## src/rtl/fwd_pkg.sv

```systemverilog
package fwd_pkg;

  typedef enum logic [1:0] {
    CMD_LOGIN   = 2'd0,
    CMD_READ    = 2'd1,
    CMD_WRITE   = 2'd2,
    CMD_DISABLE = 2'd3
  } cmdSel_e;

  // strobes from control to datapath
  typedef struct packed {
    logic load;      // capture a freshly built frame
    logic shift;     // advance to the next frame bit
    logic clrPresc;  // restart the field-clock prescaler
  } fwdStrobe_t;

  // command codes already carry parity and are stored mirrored
  function automatic logic [3:0] codeOf(cmdSel_e sel);
    case (sel)
      CMD_LOGIN: codeOf = 4'hC;
      CMD_READ:  codeOf = 4'h9;
      CMD_WRITE: codeOf = 4'hA;
      default:   codeOf = 4'h5;
    endcase
  endfunction

endpackage

```

## src/rtl/fwd_frame_build.sv

```systemverilog
module fwd_frame_build
  import fwd_pkg::*;
#(
  parameter int ADDR_W   = 6,
  parameter int WORD_W   = 32,
  parameter int MAX_BITS = 57,
  parameter int LEN_W    = 7
) (
  input  cmdSel_e             cmdSel,
  input  logic [ADDR_W-1:0]   addr,
  input  logic [WORD_W-1:0]   word,
  output logic [MAX_BITS-1:0] frame,
  output logic [LEN_W-1:0]    frameLen
);
  localparam int BYTES = WORD_W / 8;

  logic [3:0] code;
  logic       hasAddr;
  logic       hasData;
  logic [7:0] colPar;

  assign code    = codeOf(cmdSel);
  assign hasAddr = (cmdSel == CMD_READ) || (cmdSel == CMD_WRITE);
  assign hasData = (cmdSel == CMD_LOGIN) || (cmdSel == CMD_WRITE);

  always_comb begin
    colPar = '0;
    for (int b = 0; b < BYTES; b++) colPar = colPar ^ word[b*8 +: 8];
  end

  always_comb begin
    int pos;
    frame = '0;
    pos   = 0;
    frame[pos] = 1'b0;  // start bit
    pos++;
    for (int i = 0; i < 4; i++) begin
      frame[pos] = code[i];
      pos++;
    end
    if (hasAddr) begin
      for (int i = 0; i < ADDR_W; i++) begin
        frame[pos] = addr[i];
        pos++;
      end
      frame[pos] = ^addr;
      pos++;
    end
    if (hasData) begin
      for (int b = 0; b < BYTES; b++) begin
        for (int i = 0; i < 8; i++) begin
          frame[pos] = word[b*8 + i];
          pos++;
        end
        frame[pos] = ^word[b*8 +: 8];
        pos++;
      end
      for (int i = 0; i < 8; i++) begin
        frame[pos] = colPar[i];
        pos++;
      end
      frame[pos] = 1'b0;  // stop bit
      pos++;
    end
    frameLen = LEN_W'(pos);
  end

endmodule

```

## src/rtl/fwd_datapath.sv

```systemverilog
module fwd_datapath
  import fwd_pkg::*;
#(
  parameter int MAX_BITS    = 57,
  parameter int LEN_W       = 7,
  parameter int CLKS_PER_FC = 1000
) (
  input  logic                clk,
  input  logic                rstN,
  input  fwdStrobe_t          stb,
  input  logic [MAX_BITS-1:0] frame,
  input  logic [LEN_W-1:0]    frameLen,
  output logic                curBit,
  output logic                nxtBit,
  output logic                lastBit,
  output logic                fcTick
);
  localparam int PRESC_W = (CLKS_PER_FC > 1) ? $clog2(CLKS_PER_FC) : 1;
  localparam logic [PRESC_W-1:0] PRESC_TOP = PRESC_W'(CLKS_PER_FC - 1);

  logic [MAX_BITS-1:0] shReg;
  logic [LEN_W-1:0]    bitsLeft;
  logic [PRESC_W-1:0]  presc;

  always_ff @(posedge clk) begin
    if (!rstN) presc <= '0;
    else if (stb.clrPresc || presc == PRESC_TOP) presc <= '0;
    else presc <= presc + 1'b1;
  end

  assign fcTick = (presc == PRESC_TOP);

  always_ff @(posedge clk) begin
    if (!rstN) begin
      shReg    <= '0;
      bitsLeft <= '0;
    end else if (stb.load) begin
      shReg    <= frame;
      bitsLeft <= frameLen;
    end else if (stb.shift) begin
      shReg    <= shReg >> 1;
      bitsLeft <= bitsLeft - 1'b1;
    end
  end

  assign curBit  = shReg[0];
  assign nxtBit  = shReg[1];
  assign lastBit = (bitsLeft == LEN_W'(1));

  // control must never step past the final frame bit
  assert_shift_in_frame_R7: assert property (@(posedge clk) disable iff (!rstN)
    stb.shift |-> (bitsLeft > LEN_W'(1)));

  // a load and a shift never collide
  assert_load_alone_R10: assert property (@(posedge clk) disable iff (!rstN)
    stb.load |-> !stb.shift);

endmodule

```

## src/rtl/fwd_control.sv

```systemverilog
module fwd_control
  import fwd_pkg::*;
#(
  parameter int FC_PRE_OFF   = 55,
  parameter int FC_PRE_ON    = 16,
  parameter int FC_ONE       = 32,
  parameter int FC_NOTCH_OFF = 16,
  parameter int FC_NOTCH_ON  = 16,
  parameter int WAIT_FC      = 2500
) (
  input  logic       clk,
  input  logic       rstN,
  input  logic       start,
  input  cmdSel_e    cmdSel,
  input  logic       fcTick,
  input  logic       curBit,
  input  logic       nxtBit,
  input  logic       lastBit,
  output fwdStrobe_t stb,
  output logic       fieldOn,
  output logic       busy,
  output logic       done
);
  localparam int M1    = (FC_PRE_OFF > FC_PRE_ON) ? FC_PRE_OFF : FC_PRE_ON;
  localparam int M2    = (FC_ONE > FC_NOTCH_OFF) ? FC_ONE : FC_NOTCH_OFF;
  localparam int M3    = (FC_NOTCH_ON > WAIT_FC) ? FC_NOTCH_ON : WAIT_FC;
  localparam int M12   = (M1 > M2) ? M1 : M2;
  localparam int MAXSEG = (M12 > M3) ? M12 : M3;
  localparam int CNT_W = $clog2(MAXSEG + 1);

  typedef enum logic [2:0] {
    ST_IDLE, ST_PRE_OFF, ST_PRE_ON, ST_BIT_ON, ST_NOTCH_OFF, ST_NOTCH_ON, ST_HOLD
  } ctlState_e;

  ctlState_e        state;
  logic [CNT_W-1:0] fcCnt;
  logic [CNT_W-1:0] segLen;
  logic             holdReq;
  logic             segEnd;
  logic             accept;

  always_comb begin
    case (state)
      ST_PRE_OFF:   segLen = CNT_W'(FC_PRE_OFF);
      ST_PRE_ON:    segLen = CNT_W'(FC_PRE_ON);
      ST_BIT_ON:    segLen = CNT_W'(FC_ONE);
      ST_NOTCH_OFF: segLen = CNT_W'(FC_NOTCH_OFF);
      ST_NOTCH_ON:  segLen = CNT_W'(FC_NOTCH_ON);
      ST_HOLD:      segLen = CNT_W'(WAIT_FC);
      default:      segLen = CNT_W'(1);
    endcase
  end

  assign accept = (state == ST_IDLE) && start;
  assign segEnd = (state != ST_IDLE) && fcTick && (fcCnt == segLen - 1'b1);
  assign busy   = (state != ST_IDLE);

  always_comb begin
    stb          = '0;
    stb.load     = accept;
    stb.clrPresc = accept;
    stb.shift    = segEnd && !lastBit &&
                   (state == ST_BIT_ON || state == ST_NOTCH_ON);
  end

  always_ff @(posedge clk) begin
    if (!rstN) begin
      state   <= ST_IDLE;
      fieldOn <= 1'b1;
      done    <= 1'b0;
      fcCnt   <= '0;
      holdReq <= 1'b0;
    end else begin
      done <= 1'b0;
      if (accept) begin
        state   <= ST_PRE_OFF;
        fieldOn <= 1'b0;
        fcCnt   <= '0;
        holdReq <= (cmdSel == CMD_LOGIN) || (cmdSel == CMD_WRITE);
      end else if (segEnd) begin
        fcCnt <= '0;
        case (state)
          ST_PRE_OFF: begin
            state   <= ST_PRE_ON;
            fieldOn <= 1'b1;
          end
          ST_PRE_ON: begin
            state   <= curBit ? ST_BIT_ON : ST_NOTCH_OFF;
            fieldOn <= curBit;
          end
          ST_NOTCH_OFF: begin
            state   <= ST_NOTCH_ON;
            fieldOn <= 1'b1;
          end
          ST_BIT_ON, ST_NOTCH_ON: begin
            if (lastBit) begin
              fieldOn <= 1'b1;
              if (holdReq) state <= ST_HOLD;
              else begin
                state <= ST_IDLE;
                done  <= 1'b1;
              end
            end else begin
              state   <= nxtBit ? ST_BIT_ON : ST_NOTCH_OFF;
              fieldOn <= nxtBit;
            end
          end
          default: begin  // ST_HOLD
            state <= ST_IDLE;
            done  <= 1'b1;
          end
        endcase
      end else if (busy && fcTick) begin
        fcCnt <= fcCnt + 1'b1;
      end
    end
  end

  assert_field_on_idle_R8: assert property (@(posedge clk) disable iff (!rstN)
    !busy |-> fieldOn);

  assert_done_single_R9: assert property (@(posedge clk) disable iff (!rstN)
    done |=> !done);

  assert_done_after_busy_R9: assert property (@(posedge clk) disable iff (!rstN)
    done |-> ($past(busy) && !busy));

  assert_count_in_segment_R2: assert property (@(posedge clk) disable iff (!rstN)
    fcCnt < segLen);

endmodule

```

## src/rtl/fwd_serializer.sv

```systemverilog
module fwd_serializer
  import fwd_pkg::*;
#(
  parameter int ADDR_W       = 6,
  parameter int WORD_W       = 32,
  parameter int CLKS_PER_FC  = 1000,
  parameter int FC_PRE_OFF   = 55,
  parameter int FC_PRE_ON    = 16,
  parameter int FC_ONE       = 32,
  parameter int FC_NOTCH_OFF = 16,
  parameter int FC_NOTCH_ON  = 16,
  parameter int WAIT_FC      = 2500
) (
  input  logic              clk,
  input  logic              rstN,
  input  logic              start,
  input  logic [1:0]        cmdSel,
  input  logic [ADDR_W-1:0] addr,
  input  logic [WORD_W-1:0] word,
  output logic              fieldOn,
  output logic              busy,
  output logic              done
);
  localparam int MAX_BITS = 1 + 4 + ADDR_W + 1 + (WORD_W / 8) * 9 + 9;
  localparam int LEN_W    = $clog2(MAX_BITS + 1);

  cmdSel_e             cmdEnum;
  fwdStrobe_t          stb;
  logic [MAX_BITS-1:0] frame;
  logic [LEN_W-1:0]    frameLen;
  logic                curBit, nxtBit, lastBit, fcTick;

  assign cmdEnum = cmdSel_e'(cmdSel);

  fwd_frame_build #(
    .ADDR_W(ADDR_W), .WORD_W(WORD_W), .MAX_BITS(MAX_BITS), .LEN_W(LEN_W)
  ) u_build (
    .cmdSel(cmdEnum), .addr(addr), .word(word),
    .frame(frame), .frameLen(frameLen)
  );

  fwd_datapath #(
    .MAX_BITS(MAX_BITS), .LEN_W(LEN_W), .CLKS_PER_FC(CLKS_PER_FC)
  ) u_dp (
    .clk(clk), .rstN(rstN), .stb(stb), .frame(frame), .frameLen(frameLen),
    .curBit(curBit), .nxtBit(nxtBit), .lastBit(lastBit), .fcTick(fcTick)
  );

  fwd_control #(
    .FC_PRE_OFF(FC_PRE_OFF), .FC_PRE_ON(FC_PRE_ON), .FC_ONE(FC_ONE),
    .FC_NOTCH_OFF(FC_NOTCH_OFF), .FC_NOTCH_ON(FC_NOTCH_ON), .WAIT_FC(WAIT_FC)
  ) u_ctl (
    .clk(clk), .rstN(rstN), .start(start), .cmdSel(cmdEnum),
    .fcTick(fcTick), .curBit(curBit), .nxtBit(nxtBit), .lastBit(lastBit),
    .stb(stb), .fieldOn(fieldOn), .busy(busy), .done(done)
  );

endmodule

```

## config.mk

```make
export PLATFORM = sky130hd
export DESIGN_NAME = fwd_serializer
export DESIGN_NICKNAME = d
export VERILOG_FILES = /design/src/rtl/fwd_pkg.sv /design/src/rtl/fwd_frame_build.sv /design/src/rtl/fwd_datapath.sv /design/src/rtl/fwd_control.sv /design/src/rtl/fwd_serializer.sv
export SDC_FILE = /design/constraint.sdc
export NUM_CORES = 1
export LEC_CHECK = 0
export BUFFER_PORTS_ARGS = -buffer_cell sky130_fd_sc_hd__buf_2
export CORE_MARGIN = 2
export CORE_UTILIZATION = 40
export DETAILED_ROUTE_END_ITERATION = 8
export GPL_TIMING_DRIVEN = 0
export PLACE_DENSITY_LB_ADDON = 0.1
export SETUP_SLACK_MARGIN = 0.3
export SYNTH_ARGS = -nofsm -noshare
export SYNTH_HDL_FRONTEND = slang
export SYNTH_HIERARCHICAL = 1
export SYNTH_SLANG_ARGS = --single-unit
```

## constraint.sdc

```tcl
create_clock -name clk -period 5.5 [get_ports clk]
set_clock_uncertainty 0.15 [all_clocks]
set_input_delay 0.55 -clock clk [delete_from_list [all_inputs] [get_ports clk]]
set_output_delay 0.55 -clock clk [all_outputs]
set_load 0.02 [all_outputs]
```

# --- After elaboration in Yosys (flattened, before gate mapping) ---
# Index checks and enable logic that the tools add are counted.
totals:
  output_inout_bits: 3
  wordCells: 399
  register_bits: 91
  in_bits: 43
op_classes:
  n_mux: 158
  bitwise: 7
  eq_ne: 11
  n_addsub: 49
  reduce_logical: 75
  n_lt_le_gt_ge: 90
op_table:
  columns: ["operator", "count"]
  rows:
  - ["57-bit bitwise mux", 44]
  - ["32-bit by 1-bit greater-or-equal comparator with 1-bit output, second input constant", 44]
  - ["32-bit by 8-bit less-than comparator with 1-bit output, second input constant", 44]
  - ["32-bit by 2-bit adder with 32-bit output, second input constant", 43]
  - ["1-bit demux with 6-bit select", 45]
  - ["57-bit two-way mux", 3]
  - ["57-bit AND", 1]
  - ["57-bit NOT", 1]
  - ["1-bit two-way mux", 52]
  - ["1-bit logical AND", 50]
  - ["12-bit case mux with 4 select lines", 1]
  - ["8-bit XOR reduction", 4]
  - ["8-bit XOR", 3]
  - ["6-bit two-way mux", 3]
  - ["12-bit by 1-bit adder with 12-bit output, second input constant", 1]
  - ["12-bit == test", 1]
  - ["3-bit two-way mux", 4]
  - ["3-bit case mux with 4 select lines", 1]
  - ["4-bit case mux with 3 select lines", 1]
  - ["3-bit OR reduction", 4]
  - ["12-bit by 1-bit subtractor with 12-bit output, second input constant", 1]
  - ["10-bit by 1-bit adder with 10-bit output, second input constant", 1]
  - ["10-bit == test, second input constant", 1]
  - ["3-bit == test, second input constant", 3]
  - ["other kinds (25)", 34]

# --- Longest topological paths before layout ---
depth:
  depth_word: 55
  depth_mapped: 14
  mapped_depth_nobuf: 12

# --- Modules after synthesis ---
# Netlist, hierarchy kept.
by_module_without_submodules:
  columns: ["module", "instances", "cells_per_inst", "area_each_um2", "seq_area_each_um2"]
  rows:
  - ["fwd_datapath", 1, 401, 3479.6, 1461.4]
  - ["fwd_frame_build", 1, 189, 1285.0, 0.0]
  - ["fwd_control", 1, 153, 1217.4, 360.3]

# --- Least setup slack after synthesis ---
# Ideal clock, no wire load.
synth_path:
  path_kind: "flip-flop to flip-flop"
  start: "register u_dp.presc[0]"
  end: "register u_dp.shReg[30]"
  setup_slack_ns: 2.589
  n_path_buf: 2
  arrival_ns: 2.646
  t_required_ns: 5.235
  path_stages_with_launch: 14
  setup_time_ns: 0.115
  period_less_slack_ns: 2.911
  path_cell_list: "dfxtp_1 ha_1 and4bb_1 nand2_1 nor2_1 and3_1 o2111ai_1 nor3_2 and3_1 buf_2 buf_2 mux2i_1 o21ai_1 and2_1"
synth_lines:
  columns: ["item", "line", "text"]
  rows:
  - ["from (decl)", "fwd_datapath.sv:23", "logic [PRESC_W-1:0] presc;"]
  - ["from (signal assigned)", "fwd_datapath.sv:28", "else presc <= presc + 1'b1;"]
  - ["to (signal assigned)", "fwd_datapath.sv:38", "shReg <= frame;"]
  - ["to (signal assigned)", "fwd_datapath.sv:41", "shReg <= shReg >> 1;"]
  - ["to (decl)", "fwd_datapath.sv:21", "logic [MAX_BITS-1:0] shReg;"]

==> results.ini <==
[run_status]
status=finished clean

[clock_tree]
cts_tree=built
cts_root_buf=clkbuf_16
cts_buffers=9
clkLatencyLatePin_ps=350
cts_max_level=3
clkTransAtPathRegs_ps=70
postCtsSetupBuffers=0
cts_repair_resize_count=0
cts-hold-fix-buffers=0
clk_path_buf_depth=2
cts_sinks=91

[power]
vdd_ir_drop_max_uv=141
p_per_area_nw_per_um2=258
p_leak_nw=2.54
power_mw=1.74

[worst_setup_path]
required_ps=5600
endpoint_kind=register
cpMaxStageDelayCell=nor3_2
crit_buf_inv=2
arrival_ps=3730
cp_top_family=simple AND/OR/NAND/NOR gates
critical_path_peak_fanout=10
r2r_start=u_dp/presc[0]$_SDFF_PP0_
criticalPathCategory=register to register
cp_cell_sequence=ha_1, and4bb_1, nand2_1, nor2_1, and3_1, o2111ai_1, nor3_2, and3_1, buf_2, buf_2, mux2i_1, o21ai_1, and2_1
worst_setup_path_start_kind=register
cp-startpoint=u_dp/presc[0]$_SDFF_PP0_
slowest_delay_ps=400

[sta]
fmax_mhz=276
slew_violations=0
period_needed_ps=3630
setup_viol=0
hold_slack_ps=285
tns_ps=0
finalHoldViolCount=0
rsz0062_at_grt=false
worstMarginPinSlew_ps=564
fin_crit_sh=0.660
max_slew_margin=0.624

[grt]
grt_pass1_wl_um=25400
overflow=0
antenna_found_initial=0
grt_util_all_layers=0.194
grt_pass1_vias=5166
grt_max_degree=16

[flow_run]
drv_cap=0

[die]
core-area_sq_um=14600
die_w_um=126
io_pins=46
die_h_um=126
start_util=0.410
die_area_sq_um=15900
rows=44

[route]
drt_iter0_drc=361
vias=5259
wl_per_cell_um=15.4
drcViolationCount=0
via_per_inst=5.32
drtAntennaViolNets=0
drt_first_pass_iters=5
wirelength_um=15200

[yosys]
ys.flop_type=dfxtp_1
avgSynthCellArea_sq_um=8.05
synth_area_leaders=dfxtp_1 30%, mux2i_1 14%, xnor2_1 9.8%, and2_1 6.5%, nand2_1 6.3%
synth_top_cell_by_area=dfxtp_1
ys_warn_count=6
ys_types=62
synthArstFlopShare=0
syn_inst=743
synth_seq_cells=91
synth_seq_area_share=0.305
synth_edf_count=0
synth_top_area_share=0.305
syn_area_sq_um=5980

[place]
dp_cells=973
portBuffers=45
dp_hpwl_um=11700
gp_congestion=0.838

[min_path]
hold_path.class=input port to register
min_from=rstN

[final_layout]
layout-drive-gt1-share=0.132
utilization=0.464
layout_common_cells=100 x nand2_1, 91 x dfxtp_1, 81 x mux2i_1
instances_no_fill=989
final_common_cell=nand2_1
nets=853
nFillCells=1452
area_delta_synth_final_pct=13.1
antennaDiodeCount=0

[worst paths after layout]
path | to | slack (ps) | depth (start not counted)
worst min register to register | u_dp/presc[0]$_SDFF_PP0_ | 300 | 1
worst max register to register | u_dp/shReg[30]$_SDFFE_PN0P_ | 1870 | 13
worst max-delay path | u_dp/shReg[30]$_SDFFE_PN0P_ | 1870 | 13
worst min-delay path | u_ctl/fieldOn$_SDFFE_PN1P_ | 290 | 2
[area by class of cell]
class,count,area [sq um],share of cell area
Clock buffer,10,239,0.0353
Tap cell,184,230,0.0340
Sequential cell,91,1820,0.269
Multi-Input combinational cell,587,3850,0.568
Timing Repair Buffer,45,225,0.0333
Buffer,50,256,0.0379
Inverter,16,60.1,0.00887
Clock inverter,6,87.6,0.0129
[synthesized netlist by cell type (10+ instances only)]
library cell	number
a21oi_1	22
and2_1	62
buf_2	19
buf_4	10
clkbuf_1	19
dfxtp_1	91
ha_1	10
inv_1	11
mux2i_1	81
nand2_1	100
nand4_1	10
nor2_1	48
nor3_1	16
o21ai_0	47
o21ai_1	30
xnor2_1	67
xor2_1	14
[cell families (layout without fill, tap and decap cells)]
kind of cell             count (synthesis)  after routing  share of synthesized area
flip-flops                              91             91                      0.305
XOR/XNOR                                81             81                      0.119
adder cells (fa/ha/maj)                 11             11                     0.0226
AND/OR/NAND/NOR                        277            277                      0.231
AO/OA/AOI/OAI                          135            135                      0.134
buffers and inverters                   66            127                     0.0529
other                                    1              2                   0.000627
multiplexers                            81             81                      0.136
[worst register-to-register path, stage by stage, from the launching register on]
cell and delay [ps]:
dfxtp_1 350, ha_1 230, and4bb_1 270, nand2_1 110, nor2_1 240, and3_1 250, o2111ai_1 290, nor3_2 400
and3_1 220, buf_2 220, buf_2 330, mux2i_1 230, o21ai_1 70, and2_1 170
[through the flow]
stage / setup slack, ps / instance area (sq um)
after CTS: 1870 / 6770
after detailed placement: 1890 / 6440
after floorplan: 2590 / 5990
after global placement: 1960 / 6440
final: 1870 / 6770
after global routing: 1540 / 6770
[where the power goes]
group / switching, mW / internal [mW]
combinational: 0.203 / 0.147
clock: 0.274 / 0.412
sequential: 0.0183 / 0.689
total: 0.495 / 1.25
[flip-flops by register name, indices dropped and copies added (netlist names)]
| signal | cells |
|---|---|
| u_dp/shReg | 57 |
| u_ctl/done | 1 |
| u_ctl/holdReq | 1 |
| u_ctl/fieldOn | 1 |
| u_ctl/fcCnt | 12 |
| u_ctl/state | 3 |
| u_dp/presc | 10 |
| u_dp/bitsLeft | 6 |
[metal layers]
| layer | routed length, um | GRT usage | vias to the layer above |
|---|---|---|---|
| li1 | - | - | 2638 |
| met1 | 7600 | 0.260 | 2507 |
| met2 | 6960 | 0.324 | 100 |
| met3 | 452 | 0.0240 | 14 |
| met4 | 200 | 0.0698 | 0 |
| met5 | 0 | 0 | - |
(Power assumes the default switching activity.)
